==> src/rtl/hdlc_tx_pkg.sv <==
package hdlc_tx_pkg;
  localparam int BYTE_W  = 8;
  localparam int NOF_W   = 4;
  localparam int OUT_W   = 4;
  localparam int RUN_MAX = 5;
  localparam int LEFT_W  = $clog2(BYTE_W + 1);
  localparam int CNT_W   = NOF_W + 1;
  localparam int RUN_W   = $clog2(RUN_MAX + 1);
  localparam logic [BYTE_W-1:0] FLAG_PAT = 8'h7E;

  typedef struct packed {
    logic              in_frame;
    logic              last;
    logic [BYTE_W-1:0] sh;
    logic [LEFT_W-1:0] left;
    logic [RUN_W-1:0]  run;
    logic [CNT_W-1:0]  fcnt;
  } tx_state_t;

  // total flags on the line between the last data bit and the next first data bit
  function automatic logic [CNT_W-1:0] flags_needed(logic [NOF_W-1:0] nof, logic share);
    return share ? CNT_W'(nof) + CNT_W'(1) : CNT_W'(nof) + CNT_W'(2);
  endfunction

  function automatic logic [CNT_W-1:0] sat_inc(logic [CNT_W-1:0] c);
    return (&c) ? c : c + CNT_W'(1);
  endfunction

  function automatic tx_state_t idle_state();
    tx_state_t s;
    s.in_frame = 1'b0;
    s.last     = 1'b0;
    s.sh       = FLAG_PAT;
    s.left     = LEFT_W'(BYTE_W);
    s.run      = '0;
    s.fcnt     = '0;
    return s;
  endfunction
endpackage

==> src/rtl/hdlc_tx_hold.sv <==
module hdlc_tx_hold
  import hdlc_tx_pkg::*;
(
  input  logic              clk,
  input  logic              rst_n,
  input  logic              in_valid,
  input  logic [BYTE_W-1:0] in_data,
  input  logic              in_last,
  output logic              in_ready,
  input  logic              take,
  output logic              full_o,
  output logic [BYTE_W-1:0] data_o,
  output logic              last_o
);
  logic              full_q;
  logic [BYTE_W-1:0] data_q;
  logic              last_q;

  always_ff @(posedge clk) begin
    if (!rst_n) begin
      full_q <= 1'b0;
      data_q <= '0;
      last_q <= 1'b0;
    end else if (in_valid && !full_q) begin
      full_q <= 1'b1;
      data_q <= in_data;
      last_q <= in_last;
    end else if (take) begin
      full_q <= 1'b0;
    end
  end

  assign in_ready = !full_q;
  assign full_o   = full_q;
  assign data_o   = data_q;
  assign last_o   = last_q;

  // a held byte is neither dropped nor altered until the serializer takes it
  a_r9_hold_kept: assert property (@(posedge clk) disable iff (!rst_n)
    (full_q && !take) |=> (full_q && $stable(data_q) && $stable(last_q)));
endmodule

==> src/rtl/hdlc_tx_lane.sv <==
module hdlc_tx_lane
  import hdlc_tx_pkg::*;
(
  input  tx_state_t         cur,
  input  logic              hold_ok,
  input  logic [BYTE_W-1:0] hold_data,
  input  logic              hold_last,
  input  logic [CNT_W-1:0]  need,
  output tx_state_t         nxt,
  output logic              bit_o,
  output logic              take_o,
  output logic              start_o
);
  logic [CNT_W-1:0] done_cnt;

  always_comb begin
    nxt      = cur;
    bit_o    = 1'b0;
    take_o   = 1'b0;
    start_o  = 1'b0;
    done_cnt = sat_inc(cur.fcnt);
    if (cur.in_frame && cur.run == RUN_W'(RUN_MAX)) begin
      nxt.run = '0;                              // stuffed zero
    end else begin
      if (cur.left == '0) begin
        if (cur.in_frame && !cur.last && hold_ok) begin
          nxt.sh   = hold_data;
          nxt.last = hold_last;
          nxt.left = LEFT_W'(BYTE_W);
          take_o   = 1'b1;
        end else if (cur.in_frame) begin
          nxt = idle_state();                    // closing flag
        end else if (done_cnt >= need && hold_ok) begin
          nxt.in_frame = 1'b1;
          nxt.sh       = hold_data;
          nxt.last     = hold_last;
          nxt.left     = LEFT_W'(BYTE_W);
          nxt.run      = '0;
          take_o       = 1'b1;
          start_o      = 1'b1;
        end else begin
          nxt.sh   = FLAG_PAT;
          nxt.left = LEFT_W'(BYTE_W);
          nxt.fcnt = done_cnt;
        end
      end
      bit_o    = nxt.sh[0];
      nxt.sh   = nxt.sh >> 1;
      nxt.left = nxt.left - LEFT_W'(1);
      if (nxt.in_frame) nxt.run = bit_o ? nxt.run + RUN_W'(1) : '0;
    end
  end
endmodule

==> src/rtl/hdlc_flag_tx.sv <==
module hdlc_flag_tx
  import hdlc_tx_pkg::*;
(
  input  logic              clk,
  input  logic              rst_n,
  input  logic [NOF_W-1:0]  cfg_nof,
  input  logic              cfg_share,
  input  logic              cfg_nibble,
  input  logic              in_valid,
  input  logic [BYTE_W-1:0] in_data,
  input  logic              in_last,
  output logic              in_ready,
  output logic [OUT_W-1:0]  tx_bits
);
  tx_state_t         st;
  tx_state_t         chain [OUT_W+1];
  logic              hok   [OUT_W];
  logic [OUT_W-1:0]  lane_bits;
  logic [OUT_W-1:0]  lane_take;
  logic [OUT_W-1:0]  lane_start;
  logic              hold_full;
  logic [BYTE_W-1:0] hold_data;
  logic              hold_last;
  logic [CNT_W-1:0]  need;
  logic              take_used;
  logic              frame_start;
  tx_state_t         step_next;

  assign need = flags_needed(cfg_nof, cfg_share);

  hdlc_tx_hold u_hold (
    .clk(clk), .rst_n(rst_n), .in_valid(in_valid), .in_data(in_data),
    .in_last(in_last), .in_ready(in_ready), .take(take_used),
    .full_o(hold_full), .data_o(hold_data), .last_o(hold_last)
  );

  assign chain[0] = st;

  for (genvar i = 0; i < OUT_W; i++) begin : g_lane
    if (i == 0) begin : g_first
      assign hok[i] = hold_full;
    end else begin : g_rest
      assign hok[i] = hok[i-1] & ~lane_take[i-1];
    end
    hdlc_tx_lane u_lane (
      .cur(chain[i]), .hold_ok(hok[i]), .hold_data(hold_data),
      .hold_last(hold_last), .need(need), .nxt(chain[i+1]),
      .bit_o(lane_bits[i]), .take_o(lane_take[i]), .start_o(lane_start[i])
    );
  end

  assign take_used   = cfg_nibble ? |lane_take  : lane_take[0];
  assign frame_start = cfg_nibble ? |lane_start : lane_start[0];
  assign step_next   = cfg_nibble ? chain[OUT_W] : chain[1];
  assign tx_bits     = cfg_nibble ? lane_bits : {{(OUT_W-1){1'b0}}, lane_bits[0]};

  always_ff @(posedge clk) begin
    if (!rst_n) st <= idle_state();
    else        st <= step_next;
  end

  // the bit budget of the current byte or flag stays within one byte
  a_r1_left_range: assert property (@(posedge clk) disable iff (!rst_n)
    st.left <= LEFT_W'(BYTE_W));
  // a sixth consecutive 1 is never reached inside a frame
  a_r5_run_bounded: assert property (@(posedge clk) disable iff (!rst_n)
    st.run <= RUN_W'(RUN_MAX));
  // the holding register is emptied by at most one lane per clock
  a_r9_single_take: assert property (@(posedge clk) disable iff (!rst_n)
    $countones(lane_take) <= 1);
  // a frame opens only from the flag state held in the register
  a_r2_start_from_idle: assert property (@(posedge clk) disable iff (!rst_n)
    frame_start |-> !st.in_frame);
endmodule

==> config.mk <==
export PLATFORM = sky130hd
export DESIGN_NAME = hdlc_flag_tx
export DESIGN_NICKNAME = d
export VERILOG_FILES = /design/src/rtl/hdlc_tx_pkg.sv /design/src/rtl/hdlc_tx_hold.sv /design/src/rtl/hdlc_tx_lane.sv /design/src/rtl/hdlc_flag_tx.sv
export SDC_FILE = /design/constraint.sdc
export NUM_CORES = 1
export LEC_CHECK = 0
export BUFFER_PORTS_ARGS = -buffer_cell sky130_fd_sc_hd__clkbuf_2
export CAP_MARGIN = 20
export CORE_MARGIN = 2
export CORE_UTILIZATION = 39
export CTS_CLUSTER_DIAMETER = 200
export DETAILED_ROUTE_END_ITERATION = 6
export MAX_ROUTING_LAYER = met4
export PLACE_DENSITY = 0.65
export SLEW_MARGIN = 20
export SYNTH_ARGS = -nofsm -noshare
export SYNTH_HDL_FRONTEND = slang
export SYNTH_SLANG_ARGS = --single-unit
==> constraint.sdc <==
create_clock -name clk -period 15.4 [get_ports clk]
set_input_delay 2.31 -clock clk [delete_from_list [all_inputs] [get_ports clk]]
set_output_delay 2.31 -clock clk [all_outputs]
set_load 0.005 [all_outputs]
==> results.yml <==
sta:
  worst_pin_slew_ns: 0.868
  fin_skew_ns: 0.00635
  fmax_ghz: 0.0678
  whs_ns: 0.512
  min_period_ns: 14.76
  setup_viol: 0
  max-slew-margin-rel_pct: 42.1
  period_share_pct: 95.8
  finalHoldViolations: 0
  finalMaxSlewViolations: 0
setup_path:
  crit_path_frequent_cell: "ha_1"
  cp-end-kind: "output pin"
  worstPathMaxFanout: 7
  cp_slowest_cell: "or4_4"
  critPathKind: "input pin to output pin"
  crit_arrival_ns: 12.45
  slowest_delay_ns: 0.59
  worst_ep_required_time_ns: 13.09
  crit_path_start_kind: "input pin"
power:
  leakage_nw: 2.27
  p_per_area_nw_per_um2: 162
  vdd_drop_max_v: 0.0000680
cells_and_area:
  layout.nets: 746
  final_cells: 865
  n_antenna_cell: 0
  syn_to_final_growth_pct: 12.0
  final_layout_size_suffix_gt1_share_pct: 18.9
synth:
  synth.area.top_cells: "dfxtp_1, ha_1, nand2_1, a21oi_1, nor2_1"
  synthArstFlopShare_pct: 0
  synth_area_leader_cell: "dfxtp_1"
  netlist_area_um2: 4960
  synth_nets: 728
  synth_edf_count: 0
  yosysTopAreaCellShare_pct: 12.9
  synthCells: 674
  syn_avg_cell_area_um2: 7.36
  ys_ff_latch: 32
  seq_area_frac_synth_pct: 12.9
  ys_types: 101
  synthFlopType: "dfxtp_1"
  yosys_warnings: 0
die:
  io-pin-count: 23
  die_w_um: 117
  start_util_pct: 39.6
  die_y_um: 117
  row_count: 41
  coreArea_um2: 12500
  die-area_um2: 13600
routing:
  routed_wl_mm: 16.8
  ant_nets: 0
  drc: 0
  first_iter_violations: 602
  firstDrtPassIters: 5
  wl_per_cell_um: 19.5
  avgViaCountPerCell: 6.26
  vias: 5417
placed_design:
  gp_congestion: 0.992
  port_buffers: 22
  dp_cells: 854
  post-dp-hpwl_mm: 12.8
global_route:
  gr-total-overflow: 0
  grt_pass1_vias: 4874
  antenna_found_initial: 0
  grt_pass1_wl_mm: 26.4
  grt_max_degree: 27
  gr-usage-all-layers_pct: 25.3
job:
  drv_cap: 0
clock_tree:
  cts_made_buffers: 5
  cts_tree: "yes"
  cts_max_level: 2
  insertion_delay_ns: 0.28
  ctsRootBufferMaster: "clkbuf_16"
  clockBufferDepth: 2
  cts_sinks: 32
  cts.clk_slew.worst_paths_ns: 0.05
  cts_hold_buffers: 0
status:
  outcome: "finished, final reports clean"
hold_path:
  hp-class: "flip-flop to flip-flop"
==> logic make-up (layout without fill, tap and decap cells) <==
kind of cell / Yosys count / count (layout) / share of synthesized area, %
AND/OR/NAND/NOR: 269 / 269 / 28.4
AO/OA/AOI/OAI: 256 / 256 / 38.3
buffers and inverters: 48 / 67 / 4.51
adder cells (fa/ha/maj): 36 / 36 / 9.08
flip-flops: 32 / 32 / 12.9
multiplexers: 19 / 19 / 4.39
XOR/XNOR: 14 / 14 / 2.47
==> synthesized netlist by cell type, types with 6 or more instances <==
cell type / number
a211oi_1: 10
nor2b_1: 8
nor3_1: 8
inv_1: 14
xnor2_1: 9
o21ai_0: 28
dfxtp_1: 32
nor2_1: 66
buf_4: 6
o211ai_1: 10
buf_2: 11
clkbuf_1: 13
a2bb2oi_1: 12
o21ai_1: 10
and3_1: 6
a21oi_1: 53
o21a_1: 12
and2_1: 8
ha_1: 36
nand2b_1: 13
nand3_1: 21
nand2_1: 89
mux2i_1: 8
a31oi_1: 14
mux2_2: 7
a22oi_1: 6
a21boi_0: 11
==> critical path, delay by kind of cell <==
kind	cells	cell delay (ns)
fa+ha+maj	8	2.05
compound gates	20	3.64
mux	3	1.03
simple gates	17	2.97
buf+inv	4	0.46
==> sequential cells by signal, indices dropped and copies added, names as in the netlist <==
signal	count
chain	22
u_hold.last_o	1
u_hold.full_o	1
u_hold.data_o	8
==> routing by layer <==
| layer | part of all wire, % | global-route usage (%) |
|---|---|---|
| met4 | 3.1 | 7.29 |
| met1 | 46 | 35.7 |
| met5 | 0 | - |
| met3 | 8.1 | 3.76 |
| met2 | 43 | 37.6 |
==> layout by cell type, fill, tap and decap left out, drive strengths merged, types with 8 or more instances in the layout <==
master    n
a211oi   12
a21boi   16
a21oi    53
a2bb2oi  12
a31oi    16
and2      8
buf      22
clkbuf   27
dfxtp    32
ha       36
inv      15
mux2     10
mux2i     9
nand2    90
nand2b   13
nand3    23
nor2     70
nor2b     8
nor3     11
o211ai   12
o21a     12
o21ai    42
xnor2     9
==> final cells by class <==
class | count | area (um^2)
Clock buffer | 5 | 125
Clock inverter | 3 | 42.5
Fill cell | 1273 | 6960
Inverter | 15 | 56.3
Multi-Input combinational cell | 594 | 4200
Sequential cell | 32 | 641
Tap cell | 172 | 215
Timing Repair Buffer | 44 | 275
==> report_power, final <==
part / switching (mW) / internal, mW / leakage (nW) / total (mW)
sequential: 0.0273 / 0.0987 / 0.264 / 0.126
clock: 0.0409 / 0.0760 / 0.0798 / 0.117
combinational: 0.392 / 0.266 / 1.93 / 0.658
==> per-stage QoR <==
| step | cell area, um^2 | TNS, ns | power [mW] | utilization, % | worst slack (ns) |
|---|---|---|---|---|---|
| after global routing | 5560 | -0.0672 | 0.971 | 44.4 | -0.0672 |
| final | 5560 | 0 | 0.901 | 44.4 | 0.640 |
| after global placement | 5260 | 0 | 0.726 | 42.0 | 0.431 |
| after CTS | 5430 | 0 | 0.856 | 43.4 | 0.0421 |
| after detailed placement | 5260 | 0 | 0.736 | 42.0 | 0.131 |
| after floorplan | 4960 | 0 | 0.593 | - | 0.635 |
==> what timing repair did <==
action / 4_1_cts / 5_1_grt
gates resized for setup: 0 / 24
endpoints found under the setup margin: 0 / 1
setup buffers: 0 / 3
==> path summary, 6_finish.rpt <==
kind / depth (start not counted) / slack [ns] / endpoint / start
min reg2reg: 1 / 0.51 / chain[107] / chain[107]
max: 52 / 0.64 / tx_bits[3] / cfg_nof[0]
min: 1 / 0.51 / chain[107] / chain[107]
max reg2reg: 54 / 3.79 / chain[95] / chain[88]
Note: power is estimated with default switching activity, not from simulation.
